--- src/rtl/alarm_pkg.sv ---
package alarm_pkg;
   // Three time fields share one width: seconds, minutes, hours+PM.
   localparam int TF_N = 3;
   localparam int TF_W = 7;

   localparam int DAY_LO  = 24;
   localparam int DATE_W  = 6;
   localparam int WDAY_W  = 4;
   localparam int WSEL_B  = 30;
   localparam int DAYM_B  = 31;

   function automatic int tf_lo(input int idx);
      return idx * 8;
   endfunction

   function automatic int tf_mask(input int idx);
      return idx * 8 + 7;
   endfunction
endpackage

--- src/rtl/alarm_field_cmp.sv ---
module alarm_field_cmp #(
   parameter int W = 7
) (
   input  logic [W-1:0] ref_v,
   input  logic [W-1:0] cur_v,
   input  logic         ignore,
   output logic         hit
);
   always_comb hit = ignore || (ref_v == cur_v);
endmodule

--- src/rtl/alarm_day_sel.sv ---
module alarm_day_sel
   import alarm_pkg::*;
(
   input  logic [DATE_W-1:0] ref_day,
   input  logic              wday_sel,
   input  logic              ignore,
   input  logic [DATE_W-1:0] dom,
   input  logic [2:0]        wday,
   output logic              hit
);
   logic [WDAY_W-1:0] wd_ext;
   logic              date_eq;
   logic              wday_eq;

   always_comb begin
      wd_ext  = {{(WDAY_W-3){1'b0}}, wday};
      date_eq = (ref_day == dom);
      wday_eq = (ref_day[WDAY_W-1:0] == wd_ext);
      hit     = ignore || (wday_sel ? wday_eq : date_eq);
   end
endmodule

--- src/rtl/alarm_wr_gate.sv ---
module alarm_wr_gate #(
   parameter int WA_DELAY = 2
) (
   input  logic clk,
   input  logic rst_n,
   input  logic alarm_en,
   output logic wr_allowed
);
   localparam int CW = $clog2(WA_DELAY + 1);
   localparam logic [CW-1:0] LIMIT = CW'(WA_DELAY);

   generate
      if (WA_DELAY < 1) begin : g_bad_delay
         $error("WA_DELAY must be at least 1");
      end
   endgenerate

   logic [CW-1:0] cnt_q;

   always_ff @(posedge clk or negedge rst_n) begin
      if (!rst_n)               cnt_q <= '0;
      else if (alarm_en)        cnt_q <= '0;
      else if (cnt_q != LIMIT)  cnt_q <= cnt_q + 1'b1;
   end

   always_comb wr_allowed = (cnt_q == LIMIT) && !alarm_en;

   // write-allowed can only rise after the enable was seen low
   a_r7_rise_after_disable : assert property (@(posedge clk) disable iff (!rst_n)
      $rose(wr_allowed) |-> $past(!alarm_en));

   // a disable lasting one cycle is not enough
   a_r7_no_early_grant : assert property (@(posedge clk) disable iff (!rst_n)
      ($past(alarm_en) && !alarm_en) |-> !wr_allowed);
endmodule

--- src/rtl/bcd_alarm_match.sv ---
module bcd_alarm_match
   import alarm_pkg::*;
#(
   parameter int WA_DELAY  = 2,
   parameter bit CLEAR_W1C = 1'b0
) (
   input  logic        clk,
   input  logic        rst_n,
   input  logic        sec_tick,
   input  logic [22:0] time_word,
   input  logic [5:0]  day_of_month,
   input  logic [2:0]  weekday,
   input  logic [31:0] alarm_word,
   input  logic        alarm_wr,
   input  logic        alarm_en,
   input  logic        irq_en,
   input  logic        clr_wr,
   input  logic        clr_data,
   output logic        alarm_flag,
   output logic        wr_allowed,
   output logic        irq
);
   logic [31:0]     alarm_q;
   logic [TF_N-1:0] tf_hit;
   logic            day_hit;
   logic            full_hit;
   logic            set_ev;
   logic            clr_hit;

   alarm_wr_gate #(.WA_DELAY(WA_DELAY)) u_gate (
      .clk        (clk),
      .rst_n      (rst_n),
      .alarm_en   (alarm_en),
      .wr_allowed (wr_allowed)
   );

   always_ff @(posedge clk or negedge rst_n) begin
      if (!rst_n)                      alarm_q <= '0;
      else if (alarm_wr && wr_allowed) alarm_q <= alarm_word;
   end

   for (genvar i = 0; i < TF_N; i++) begin : g_tf
      alarm_field_cmp #(.W(TF_W)) u_cmp (
         .ref_v  (alarm_q[tf_lo(i) +: TF_W]),
         .cur_v  (time_word[tf_lo(i) +: TF_W]),
         .ignore (alarm_q[tf_mask(i)]),
         .hit    (tf_hit[i])
      );
   end

   alarm_day_sel u_day (
      .ref_day  (alarm_q[DAY_LO +: DATE_W]),
      .wday_sel (alarm_q[WSEL_B]),
      .ignore   (alarm_q[DAYM_B]),
      .dom      (day_of_month),
      .wday     (weekday),
      .hit      (day_hit)
   );

   always_comb begin
      full_hit = (&tf_hit) && day_hit;
      set_ev   = sec_tick && alarm_en && full_hit;
   end

   if (CLEAR_W1C) begin : g_clr_w1c
      always_comb clr_hit = clr_wr && clr_data;
   end else begin : g_clr_w0c
      always_comb clr_hit = clr_wr && !clr_data;
   end

   always_ff @(posedge clk or negedge rst_n) begin
      if (!rst_n)       alarm_flag <= 1'b0;
      else if (set_ev)  alarm_flag <= 1'b1;
      else if (clr_hit) alarm_flag <= 1'b0;
   end

   always_comb irq = alarm_flag && irq_en;

   // flag rises only after an enabled tick
   a_r4_rise_on_tick : assert property (@(posedge clk) disable iff (!rst_n)
      $rose(alarm_flag) |-> $past(sec_tick && alarm_en));

   // flag holds without a clear
   a_r5_sticky : assert property (@(posedge clk) disable iff (!rst_n)
      (alarm_flag && !clr_hit) |=> alarm_flag);

   // set beats clear in the same cycle
   a_r5_set_wins : assert property (@(posedge clk) disable iff (!rst_n)
      (set_ev && clr_hit) |=> alarm_flag);

   // interrupt needs the flag
   a_r6_irq_needs_flag : assert property (@(posedge clk) disable iff (!rst_n)
      irq |-> (alarm_flag && irq_en));

   // stored word changes only on an accepted write
   a_r8_word_guarded : assert property (@(posedge clk) disable iff (!rst_n)
      !(alarm_wr && wr_allowed) |=> $stable(alarm_q));
endmodule

--- config.mk ---
export PLATFORM = sky130hd
export DESIGN_NAME = bcd_alarm_match
export DESIGN_NICKNAME = d
export VERILOG_FILES = /design/src/rtl/alarm_pkg.sv /design/src/rtl/alarm_field_cmp.sv /design/src/rtl/alarm_day_sel.sv /design/src/rtl/alarm_wr_gate.sv /design/src/rtl/bcd_alarm_match.sv
export SDC_FILE = /design/constraint.sdc
export NUM_CORES = 1
export LEC_CHECK = 0
export BUFFER_PORTS_ARGS = -buffer_cell sky130_fd_sc_hd__buf_2
export CAP_MARGIN = 20
export CELL_PAD_IN_SITES_DETAIL_PLACEMENT = 1
export CELL_PAD_IN_SITES_GLOBAL_PLACEMENT = 1
export CORE_ASPECT_RATIO = 1.5
export CORE_MARGIN = 5
export CORE_UTILIZATION = 28
export DETAILED_ROUTE_END_ITERATION = 10
export HOLD_SLACK_MARGIN = 0.05
export PLACE_DENSITY = 0.7
export SLEW_MARGIN = 10
export SYNTH_ARGS = -nofsm -noshare
export SYNTH_HDL_FRONTEND = slang
export SYNTH_SLANG_ARGS = --single-unit
--- constraint.sdc ---
create_clock -name clk -period 1.95 [get_ports clk]
set_input_delay 0.195 -clock clk [delete_from_list [all_inputs] [get_ports clk]]
set_output_delay 0.195 -clock clk [all_outputs]
set_load 0.01 [all_outputs]
==> results of run 1 <==
==> cells by family (layout without fill, tap and decap cells) <==
logic type	Yosys count	after routing
and+or+nand+nor	13	13
AOI/OAI and AO/OA	7	7
muxes	32	32
DFF	35	35
xor gates and xnor gates	31	31
adders and majority gates	1	1
buffers and inverters	4	82
==> cell usage in the layout, fill, tap and decap left out <==
cell	synthesis	layout
sky130_fd_sc_hd__a2111oi_2	0	1
sky130_fd_sc_hd__a21oi_1	1	1
sky130_fd_sc_hd__a31oi_1	1	1
sky130_fd_sc_hd__a32o_2	1	1
sky130_fd_sc_hd__a41oi_1	3	3
sky130_fd_sc_hd__and2_1	1	1
sky130_fd_sc_hd__buf_12	0	1
sky130_fd_sc_hd__buf_2	3	72
sky130_fd_sc_hd__clkbuf_8	0	6
sky130_fd_sc_hd__clkinv_2	0	1
sky130_fd_sc_hd__dfrtp_1	35	35
sky130_fd_sc_hd__dlygate4sd3_1	0	1
sky130_fd_sc_hd__ha_1	1	1
sky130_fd_sc_hd__inv_1	1	1
sky130_fd_sc_hd__mux2_2	32	32
sky130_fd_sc_hd__nand2_1	1	1
sky130_fd_sc_hd__nand2b_1	1	1
sky130_fd_sc_hd__nand4_1	1	1
sky130_fd_sc_hd__nor2_1	3	3
sky130_fd_sc_hd__nor2b_1	1	1
sky130_fd_sc_hd__nor3b_1	1	1
sky130_fd_sc_hd__nor4_1	3	3
sky130_fd_sc_hd__nor4_2	1	1
sky130_fd_sc_hd__xnor2_1	14	14
sky130_fd_sc_hd__xor2_1	17	17
==> sequential cells by signal (all words and copies together), names as in the netlist <==
register      count
alarm_flag        1
alarm_q          32
u_gate.cnt_q      2
==> cell type report <==
| class | count | area share |
|---|---|---|
| Timing Repair Buffer | 74 | 0.175 |
| Inverter | 1 | 0.00168 |
| Tap cell | 72 | 0.0403 |
| Multi-Input combinational cell | 84 | 0.352 |
| Clock inverter | 1 | 0.00224 |
| Clock buffer | 6 | 0.0370 |
| Sequential cell | 35 | 0.392 |
==> what timing repair did <==
action	in CTS	in global routing
gates resized for setup	0	1
hold buffers	1	0
endpoints found under the setup margin	0	1
endpoints found under the hold margin	35	0
==> stage by stage <==
stage | instance area [sq um] | setup WS [ns] | hold WS (ns) | utilization
2_1_floorplan | 1680 | 0.330 | -0.101 | -
3_3_place_gp | 2130 | 0.116 | 0.338 | 0.366
3_5_place_dp | 2130 | 0.0883 | 0.341 | 0.366
4_1_cts | 2230 | 0.0731 | 0.107 | 0.383
5_1_grt | 2230 | 0.0737 | 0.115 | 0.383
6_report | 2230 | 0.265 | 0.121 | 0.383
==> path summary, 6_finish.rpt <==
check                            start         endpoint  cells after the start
setup / recovery           alarm_q[14]       alarm_flag                      5
hold / removal                alarm_en  u_gate.cnt_q[0]                      2
setup reg to reg           alarm_q[14]       alarm_flag                      5
hold reg to reg            alarm_q[23]      alarm_q[23]                      1
max in group asynchronous        rst_n       alarm_flag                      2
min in group asynchronous        rst_n      alarm_q[24]                      2
==> critical path: stages, from the launching register on <==
cell and delay (ns):
sky130_fd_sc_hd__dfrtp_1 0.39, sky130_fd_sc_hd__xor2_1 0.14, sky130_fd_sc_hd__nor4_1 0.32, sky130_fd_sc_hd__a41oi_1 0.21, sky130_fd_sc_hd__a2111oi_2 0.34, sky130_fd_sc_hd__a32o_2 0.21
==> power breakdown <==
group	switching [mW]	internal (mW)	total, mW	leakage, nW
clock network	0.243	0.277	0.520	0.0470
registers	0.227	1.08	1.30	0.431
logic	0.341	0.570	0.911	0.603
==> metal layers <==
layer / vias to the layer above / GRT usage
met5: - / 0
met4: 0 / 0.0435
met3: 5 / 0.0221
met2: 36 / 0.202
met1: 609 / 0.106
li1: 586 / -
==> metrics, run 1 <==
Layout Cells excl Fill=around 270; DP Wirelength=3120 microns; number of inserted filler cells in the final layout=~650; run status=complete, no violations; FMAX=0.593 GHz; number of levels the H-tree was split into=2; count of inserted antenna diode cells=0; sequential element share of the synthesized area=0.522; period utilization=0.864; clock sink count=35; top layer in use=met4; detailed-router iteration count before antenna repair=2; via density per instance=4.53; Critical Path Start Type=register; buffers from clock root to sink, at most=2; die boundary width=73.2 microns; library cell used as clock root buffer=sky130_fd_sc_hd__clkbuf_8; Setup TNS=0 ns; path class of the lowest-slack min-delay path=input port to register; adder and majority cell fraction of the synthesized area=0.00746; area grow syn2layout=33.3%; final hold vios=0; global routing usage summed across all routing layers=0.106; Worst Skew=0.00606 ns; Worst Path Arrival=approximately 1.9 ns; DRC viols=0; Slew headroom=0.467; data required time at the worst endpoint=roughly 2.2 ns; post-synth top area cell=sky130_fd_sc_hd__dfrtp_1; simple-gate area share of the yosys netlist=0.0470; Pins Over Slew Limit=0; number of global-route vias before repair=roughly 1.4k; remaining global-route overflow=0; number of standard-cell rows in the floorplan=34; portion of netlist area occupied by mux cells=0.215; post-layout minimum cycle time=roughly 1.7 ns; drt first-iter violations=13; share of the synthesized area in the top cell type=0.522; number of instances in the placed design=around 270; Synthesis Warnings=0; Post-Syn Area=around 1700 sq um; clock latency on the worst-skew pair=~0.28 ns; number of cells produced by synthesis=between 100 and 150; Boundary Pins=75; parity-gate share of the synthesized area counting xor and xnor cells=0.162; top cell types by occurrence after synthesis=sky130_fd_sc_hd__dfrtp_1, sky130_fd_sc_hd__mux2_2, sky130_fd_sc_hd__xor2_1, sky130_fd_sc_hd__xnor2_1; synthesized area per cell=13.6 sq um; Post-synth EDFFs=0; routed wire length=3910 microns; Metal-1 WL=1300 microns; final total power=between 2 and 3 mW; count leader, synth=sky130_fd_sc_hd__dfrtp_1; first-pass GRT wire length=6270 microns; net count after synthesis=196; r2r setup slk=0.26 ns; vias after detailed routing=~1.2k; starting density of the core=0.288; #FFs+latches synth=35; post-route ant nets=0; number of buffers inserted during clock tree synthesis=5; post-synthesis compound-gate area fraction=0.0351; final setup vio count=0; setup repair after global routing missed its margin=false; Synth cell types=21; Async S/R FF share, synth=1.00; IO buf count=72; number of maximum-capacitance constraint violations=0; number of setup buffers added after CTS=0; net count reported at finish=between 200 and 300; routed wl met3=approximately 190 microns; largest family of logic cells by synthesized area=multiplexers; Sequential cell area=between 800 and 900 sq um; slew at the pin with the worst max-slew slack=between 0.7 and 0.8 ns; sort of element at the end of the critical path=register; share of cells above drive strength 1=0.572; height of the die=between 100 and 150 microns; pin count of the biggest net entering global routing=36; Core Box Area=5830 sq um; Static Leakage=between 1 and 1.5 nW; most common flop cell mapped by yosys=sky130_fd_sc_hd__dfrtp_1; area used by multi-input combinational logic=about 790 sq um; initial antenna violation count=0; overall die area=around 7700 sq um; Max IR drop VDD=approximately 0.00046 V; critical path type=register to register; CTS tree=yes; power per cell area=1220 nW/um^2; clock slew at the register clock pins of the worst setup and hold paths=0.07 ns; largest fanout on the critical path=2; Synth area leaders=sky130_fd_sc_hd__dfrtp_1, sky130_fd_sc_hd__mux2_2, sky130_fd_sc_hd__xor2_1, sky130_fd_sc_hd__xnor2_1, sky130_fd_sc_hd__a41oi_1; met2 wire len=2350 microns; Routability Congestion=approximately 0.68; wire length per cell=~14 microns
Power figures use the tool's default switching activity.
==> run 2: changes to the inputs <==
--- a/config.mk
+++ b/config.mk
@@ -7,14 +7,12 @@
 export LEC_CHECK = 0
 export BUFFER_PORTS_ARGS = -buffer_cell sky130_fd_sc_hd__buf_2
 export CAP_MARGIN = 20
-export CELL_PAD_IN_SITES_DETAIL_PLACEMENT = 1
-export CELL_PAD_IN_SITES_GLOBAL_PLACEMENT = 1
 export CORE_ASPECT_RATIO = 1.5
 export CORE_MARGIN = 5
 export CORE_UTILIZATION = 28
 export DETAILED_ROUTE_END_ITERATION = 10
 export HOLD_SLACK_MARGIN = 0.05
-export PLACE_DENSITY = 0.7
+export PLACE_DENSITY = 0.58
 export SLEW_MARGIN = 10
 export SYNTH_ARGS = -nofsm -noshare
 export SYNTH_HDL_FRONTEND = slang
==> metrics, run 2 (synthesized netlist as in run 1, its figures left out) <==
register share of total power=0.477 (about the same); routed wire length=3760 microns (-3.7%); number of standard-cell rows in the floorplan=34 (unchanged); remaining global-route overflow=0 (unchanged); clock sink count=35 (unchanged); Worst Path Arrival=1.93 ns (+0.03 ns); number of levels the H-tree was split into=2 (unchanged); net count reported at finish=274 (unchanged); final total power=2.73 mW (-0.14%); IO buf count=72 (unchanged); count of inserted antenna diode cells=0 (unchanged); number of maximum-capacitance constraint violations=0 (unchanged); largest fanout on the critical path=2 (unchanged); slack of the critical path=0.245 ns (-0.0197 ns); final setup vio count=0 (unchanged); area grow syn2layout=33.0%; power per cell area=1220 nW/um^2 (about the same); Switch Pwr=809 uW (-0.21%); run status=complete, no violations; Critical Path Start Type=register; die boundary width=73.2 microns (unchanged); r2r endpoint=alarm_flag; Worst Min Path Start=alarm_en; drt first-iter violations=14 (+1); total internal power=1.92 mW (-0.11%); pin count of the biggest net entering global routing=36 (unchanged); Max IR drop VDD=0.000692 V (+50%); combinational cell fraction of total power=0.330 (-0.003); share of cells above drive strength 1=0.567 (-0.00498); most frequent cells in the layout=sky130_fd_sc_hd__buf_2, sky130_fd_sc_hd__dfrtp_1, sky130_fd_sc_hd__mux2_2; FMAX=0.586 GHz (-1.2%); Min Hold Slack=0.106 ns (-0.0155 ns); clock share of power=0.194 (+0.004); Boundary Pins=75 (unchanged); number of gates given a new drive strength after cts=0 (unchanged); starting density of the core=0.288 (unchanged); library cell used as clock root buffer=sky130_fd_sc_hd__clkbuf_8; Pins Over Slew Limit=0 (unchanged); CTS tree=yes; register with the most flip-flops=alarm_q; Routability Congestion=0.721 (+6.4%); clock latency on the worst-skew pair=0.29 ns (about the same); global routing usage summed across all routing layers=0.105 (-0.000753); detailed-router iteration count before antenna repair=4 (+2); Worst Skew=0.00632 ns (+0.000257 ns); critical path type=register to register; post-layout minimum cycle time=1.71 ns (+0.0197 ns); clock slew at the register clock pins of the worst setup and hold paths=0.07 ns (about the same); leading cell type in the layout, fill and taps excluded=sky130_fd_sc_hd__buf_2; data required time at the worst endpoint=2.18 ns (+0.02 ns); post-place setup slack=0.213 ns (+0.125 ns); final hold vios=0 (unchanged); biggest cell delay along the critical path=0.39 ns (about the same); height of the die=105 microns (unchanged); WHS Endpoint=u_gate.cnt_q[0]; number of buffers inserted during clock tree synthesis=5 (unchanged); r2r setup slk=0.24 ns (-0.02 ns); first-pass GRT wire length=6190 microns (-1.2%); DRC viols=0 (unchanged); switching share of total power=0.296 (about the same); vias after detailed routing=1209 (-2.2%); Slew headroom=0.461 (-0.00616); slew at the pin with the worst max-slew slack=0.808 ns (+0.00924 ns); worst r2r path cells=5 (unchanged); flip-flop count of the largest register after layout=32 (unchanged); DP Wirelength=2930 microns (-6.1%); origin of the worst setup path=alarm_q[14]; overall die area=7670 sq um (unchanged); cell with the largest stage delay on the worst path=sky130_fd_sc_hd__dfrtp_1; number of global-route vias before repair=1346 (-3.0%); Core Box Area=5830 sq um (unchanged); sort of element at the end of the critical path=register; setup repair after global routing missed its margin=false; via density per instance=4.43 (-2.2%); Static Leakage=1.08 nW (about the same); period utilization=0.874 (+0.0101); initial antenna violation count=0 (unchanged); buffers from clock root to sink, at most=2 (unchanged); wire length per cell=13.8 microns (-3.7%); Top Registers=alarm_q: 32 flops, u_gate.cnt_q: 2 flops, alarm_flag: 1 flops; start of the worst register-to-register path=alarm_q[14]; worst hold path stage count=2 (unchanged); Setup TNS=0 ns (unchanged); Critical Path, Cell by Cell=xor2_1 -> nor4_1 -> a41oi_1 -> a2111oi_1 -> a32o_2; post-route ant nets=0 (unchanged); path class of the lowest-slack min-delay path=input port to register
[run 2: worst max-delay path by stage]
stage,endpoint
6_report,alarm_flag
5_1_grt,alarm_flag
4_1_cts,alarm_flag
3_5_place_dp,alarm_flag
3_3_place_gp,alarm_flag
2_1_floorplan,alarm_q[10]
[run 2: area by class of cell]
class                   count  area (sq um)
flip-flops and latches     35           876
well taps                  72          90.1
fillers                   580          3600
clock inverters             1          5.00
clock buffers               6          82.6
inverters                   1          3.75
repair buffers             74           390
multi-input cells          84           782
[run 2: power groups by stage]
stage               clock [mW]  sequential, mW  combinational, mW
finish                   0.528            1.30              0.899
global route             0.586            1.35               1.02
CTS                      0.551            1.31              0.926
detailed placement           0            1.32              0.920
global placement             0            1.31              0.898
floorplan                    0            1.27              0.703
[run 2: worst max-delay path, delay by kind of cell, from the launching register on]
kind	cells	cell delay, ns
XOR/XNOR	1	0.15
AND/OR/NAND/NOR	1	0.32
AO/OA/AOI/OAI	3	0.80
flip-flops	1	0.39
[run 2: stage by stage]
step,utilization,instances,cell area [sq um]
after floorplan,-,123,1680
after global placement,0.366,265,2130
after detailed placement,0.366,265,2130
after CTS,0.383,273,2230
after global routing,0.383,273,2230
final,0.383,273,2230
[run 2: what timing repair did]
action / CTS / global route
setup buffers: 0 / 0
hold buffers: 1 / 0
hold endpoints to repair: 35 / 0
[run 2: routing by layer]
layer / part of all wire / wire, microns / vias to the layer above / global-route usage
met5: 0 / 0 / - / 0
met4: 0.011 / 41 / 0 / 0.0396
met3: 0.091 / 343 / 5 / 0.0451
met2: 0.51 / 1900 / 46 / 0.166
met1: 0.39 / 1480 / 570 / 0.125
li1: - / - / 588 / -
==> run 3: changes to the inputs <==
--- a/config.mk
+++ b/config.mk
@@ -12,8 +12,9 @@
 export CORE_UTILIZATION = 28
 export DETAILED_ROUTE_END_ITERATION = 10
 export HOLD_SLACK_MARGIN = 0.05
-export PLACE_DENSITY = 0.58
+export PLACE_DENSITY = 0.57
 export SLEW_MARGIN = 10
 export SYNTH_ARGS = -nofsm -noshare
 export SYNTH_HDL_FRONTEND = slang
+export SYNTH_HIERARCHICAL = 1
 export SYNTH_SLANG_ARGS = --single-unit
==> metrics, run 3 <==
Critical Path Start Type=register; area grow syn2layout=29.0%; Synth cell types=24 (+14%); IO buf count=72 (unchanged); DRC viols=0 (unchanged); share of cells above drive strength 1=0.574 (+0.00637); sort of element at the end of the critical path=register; biggest cell delay along the critical path=0.40 ns (about the same); remaining global-route overflow=0 (unchanged); vias after detailed routing=1205 (-0.33%); die boundary width=76.5 microns (+4.5%); #FFs+latches synth=35 (unchanged); Async S/R FF share, synth=1.00 (unchanged); slew at the pin with the worst max-slew slack=0.806 ns (-0.00215 ns); count leader, synth=sky130_fd_sc_hd__dfrtp_1; r2r setup slk=0.28 ns (+0.03 ns); period utilization=0.858 (-0.0169); critical path's top delay family=flip-flops; Worst Path Buf+Inv=2 (+2); number of gates given a new drive strength after cts=0 (unchanged); routed wire length=3850 microns (+2.3%); Post-synth EDFFs=0 (unchanged); first-pass GRT wire length=6260 microns (+1.1%); start of the worst register-to-register path=u_gate/cnt_q[0]; most frequent cells in the layout=sky130_fd_sc_hd__buf_2, sky130_fd_sc_hd__dfrtp_1, sky130_fd_sc_hd__mux2_4; height of the die=110 microns (+4.7%); Critical Path, Cell by Cell=inv_1 -> ha_1 -> nor2b_1 -> nand2_4 -> buf_4 -> mux2_4; Slew headroom=0.463 (+0.00144); Top Registers=alarm_q: 32 flops, u_gate/cnt_q: 2 flops, alarm_flag: 1 flops; wire length per cell=13.7 microns (-0.27%); number of setup buffers added after CTS=0 (unchanged); worst hold path stage count=2 (unchanged); number of maximum-capacitance constraint violations=0 (unchanged); post-route ant nets=0 (unchanged); Synth area leaders=sky130_fd_sc_hd__dfrtp_1, sky130_fd_sc_hd__mux2_4, sky130_fd_sc_hd__xor2_1, sky130_fd_sc_hd__xnor2_1, sky130_fd_sc_hd__buf_12; Worst Min Path Start=alarm_en; clock sink count=35 (unchanged); Boundary Pins=75 (unchanged); net count reported at finish=276 (+0.73%); Max IR drop VDD=0.000547 V (-21%); Worst Path Arrival=1.84 ns (-0.09 ns); number of global-route vias before repair=1393 (+3.5%); largest fanout on the critical path=16 (+14); Min Hold Slack=0.106 ns (+0.000603 ns); number of buffers inserted during clock tree synthesis=5 (unchanged); sequential element share of the synthesized area=0.472 (-0.0507); library cell used as clock root buffer=sky130_fd_sc_hd__clkbuf_8; Core Box Area=6490 sq um (+11%); net count after synthesis=197 (+0.51%); buffers from clock root to sink, at most=2 (unchanged); WHS Endpoint=u_gate/cnt_q[1]; post-synth top area cell=sky130_fd_sc_hd__dfrtp_1; leading cell type in the layout, fill and taps excluded=sky130_fd_sc_hd__buf_2; pin count of the biggest net entering global routing=36 (unchanged); clock slew at the register clock pins of the worst setup and hold paths=0.07 ns (about the same); drt first-iter violations=16 (+2); detailed-router iteration count before antenna repair=4 (unchanged); run status=complete, no violations; r2r endpoint=alarm_q[16]; register with the most flip-flops=alarm_q; share of the synthesized area in the top cell type=0.472 (-0.0507); number of standard-cell rows in the floorplan=36 (+5.9%); worst r2r path cells=6 (+1); DP Wirelength=2940 microns (about the same); synthesized area per cell=15.0 sq um (+9.9%); flip-flop count of the largest register after layout=32 (unchanged); final setup vio count=0 (unchanged); post-layout minimum cycle time=1.67 ns (-0.0329 ns); power per cell area=1310 nW/um^2 (+6.7%); final hold vios=0 (unchanged); FMAX=0.598 GHz (+2.0%); Worst Skew=0.00444 ns (-0.00189 ns); data required time at the worst endpoint=2.12 ns (-0.06 ns); clock latency on the worst-skew pair=0.28 ns (about the same); critical path type=register to register; starting density of the core=0.286 (-0.00141); Pins Over Slew Limit=0 (unchanged); global routing usage summed across all routing layers=0.0941 (-0.0111); Setup TNS=0 ns (unchanged); setup repair after global routing missed its margin=false; CTS tree=yes; number of cells produced by synthesis=124 (+0.81%); top cell types by occurrence after synthesis=sky130_fd_sc_hd__dfrtp_1, sky130_fd_sc_hd__mux2_4, sky130_fd_sc_hd__xor2_1, sky130_fd_sc_hd__xnor2_1; Static Leakage=1.28 nW (+18%); initial antenna violation count=0 (unchanged); number of levels the H-tree was split into=2 (unchanged); most common flop cell mapped by yosys=sky130_fd_sc_hd__dfrtp_1; cell with the largest stage delay on the worst path=sky130_fd_sc_hd__dfrtp_1; Synthesis Warnings=6 (+6); count of inserted antenna diode cells=0 (unchanged); via density per instance=4.30 (-2.8%); path class of the lowest-slack min-delay path=input port to register; Routability Congestion=0.689 (-4.4%); Post-Syn Area=1860 sq um (+11%); overall die area=8390 sq um (+9.5%)
-- run 3: cell types whose count changed in the layout (fill, tap and decap cells not counted), sizes merged, moves of 2 or more --
cell   delta
xor2      +2
nand2     +2
a41o      +3
xnor2     -2
nor2      -2
a41oi     -2
-- run 3: cell type report --
class	instances	area, sq um
well taps	76	95.1
multi-input cells	85	917
flip-flops and latches	35	876
clock inverters	2	35.0
repair buffers	75	385
clock buffers	6	82.6
inverters	1	3.75
fillers	662	4090
-- run 3: metrics by stage --
stage	area [sq um]	total power, mW	std cells	util	setup WS [ns]
floorplan	1860	2.23	124	-	0.266
global placement	2270	2.45	271	0.350	0.272
detailed placement	2270	2.47	271	0.350	0.291
CTS	2390	3.18	280	0.369	0.268
global route	2390	3.34	280	0.369	0.170
finish	2390	3.13	280	0.369	0.278
-- run 3: what timing repair did --
action	in CTS	in global routing
endpoints found under the hold margin	35	0
hold buffers	1	0
endpoints found under the setup margin	0	0
-- run 3: logic make-up (layout without fill, tap and decap cells) --
family	after synthesis	in the layout	synth area share
buffers and inverters	4	84	0.0344
multiplexers	32	32	0.255
AO/OA/AOI/OAI	7	7	0.0391
flip-flops	35	35	0.472
XOR/XNOR	31	31	0.146
AND/OR/NAND/NOR	14	14	0.0472
adder cells (fa/ha/maj)	1	1	0.00674
-- run 3: worst max path at each step --
| stage | from | cells after the start | slack, ns | end |
|---|---|---|---|---|
| 2_1_floorplan | u_gate/cnt_q[0] | 6 | 0.27 | alarm_q[0] |
| 6_report | u_gate/cnt_q[0] | 6 | 0.28 | alarm_q[16] |
| 4_1_cts | u_gate/cnt_q[0] | 6 | 0.27 | alarm_q[4] |
| 5_1_grt | u_gate/cnt_q[0] | 6 | 0.17 | alarm_q[8] |
| 3_5_place_dp | u_gate/cnt_q[0] | 6 | 0.29 | alarm_q[8] |
| 3_3_place_gp | u_gate/cnt_q[0] | 6 | 0.27 | alarm_q[7] |
-- run 3: metal layers --
layer  vias to the layer above  track usage  share of wire
li1                        587            -              -
met1                       570        0.103           0.40
met2                        43        0.167           0.51
met3                         5       0.0295          0.068
met4                         0       0.0413          0.018
met5                         -            0              0
-- run 3: power breakdown --
part | switching [mW] | internal [mW]
Combinational | 0.353 | 0.766
Sequential | 0.252 | 1.08
Clock | 0.267 | 0.414
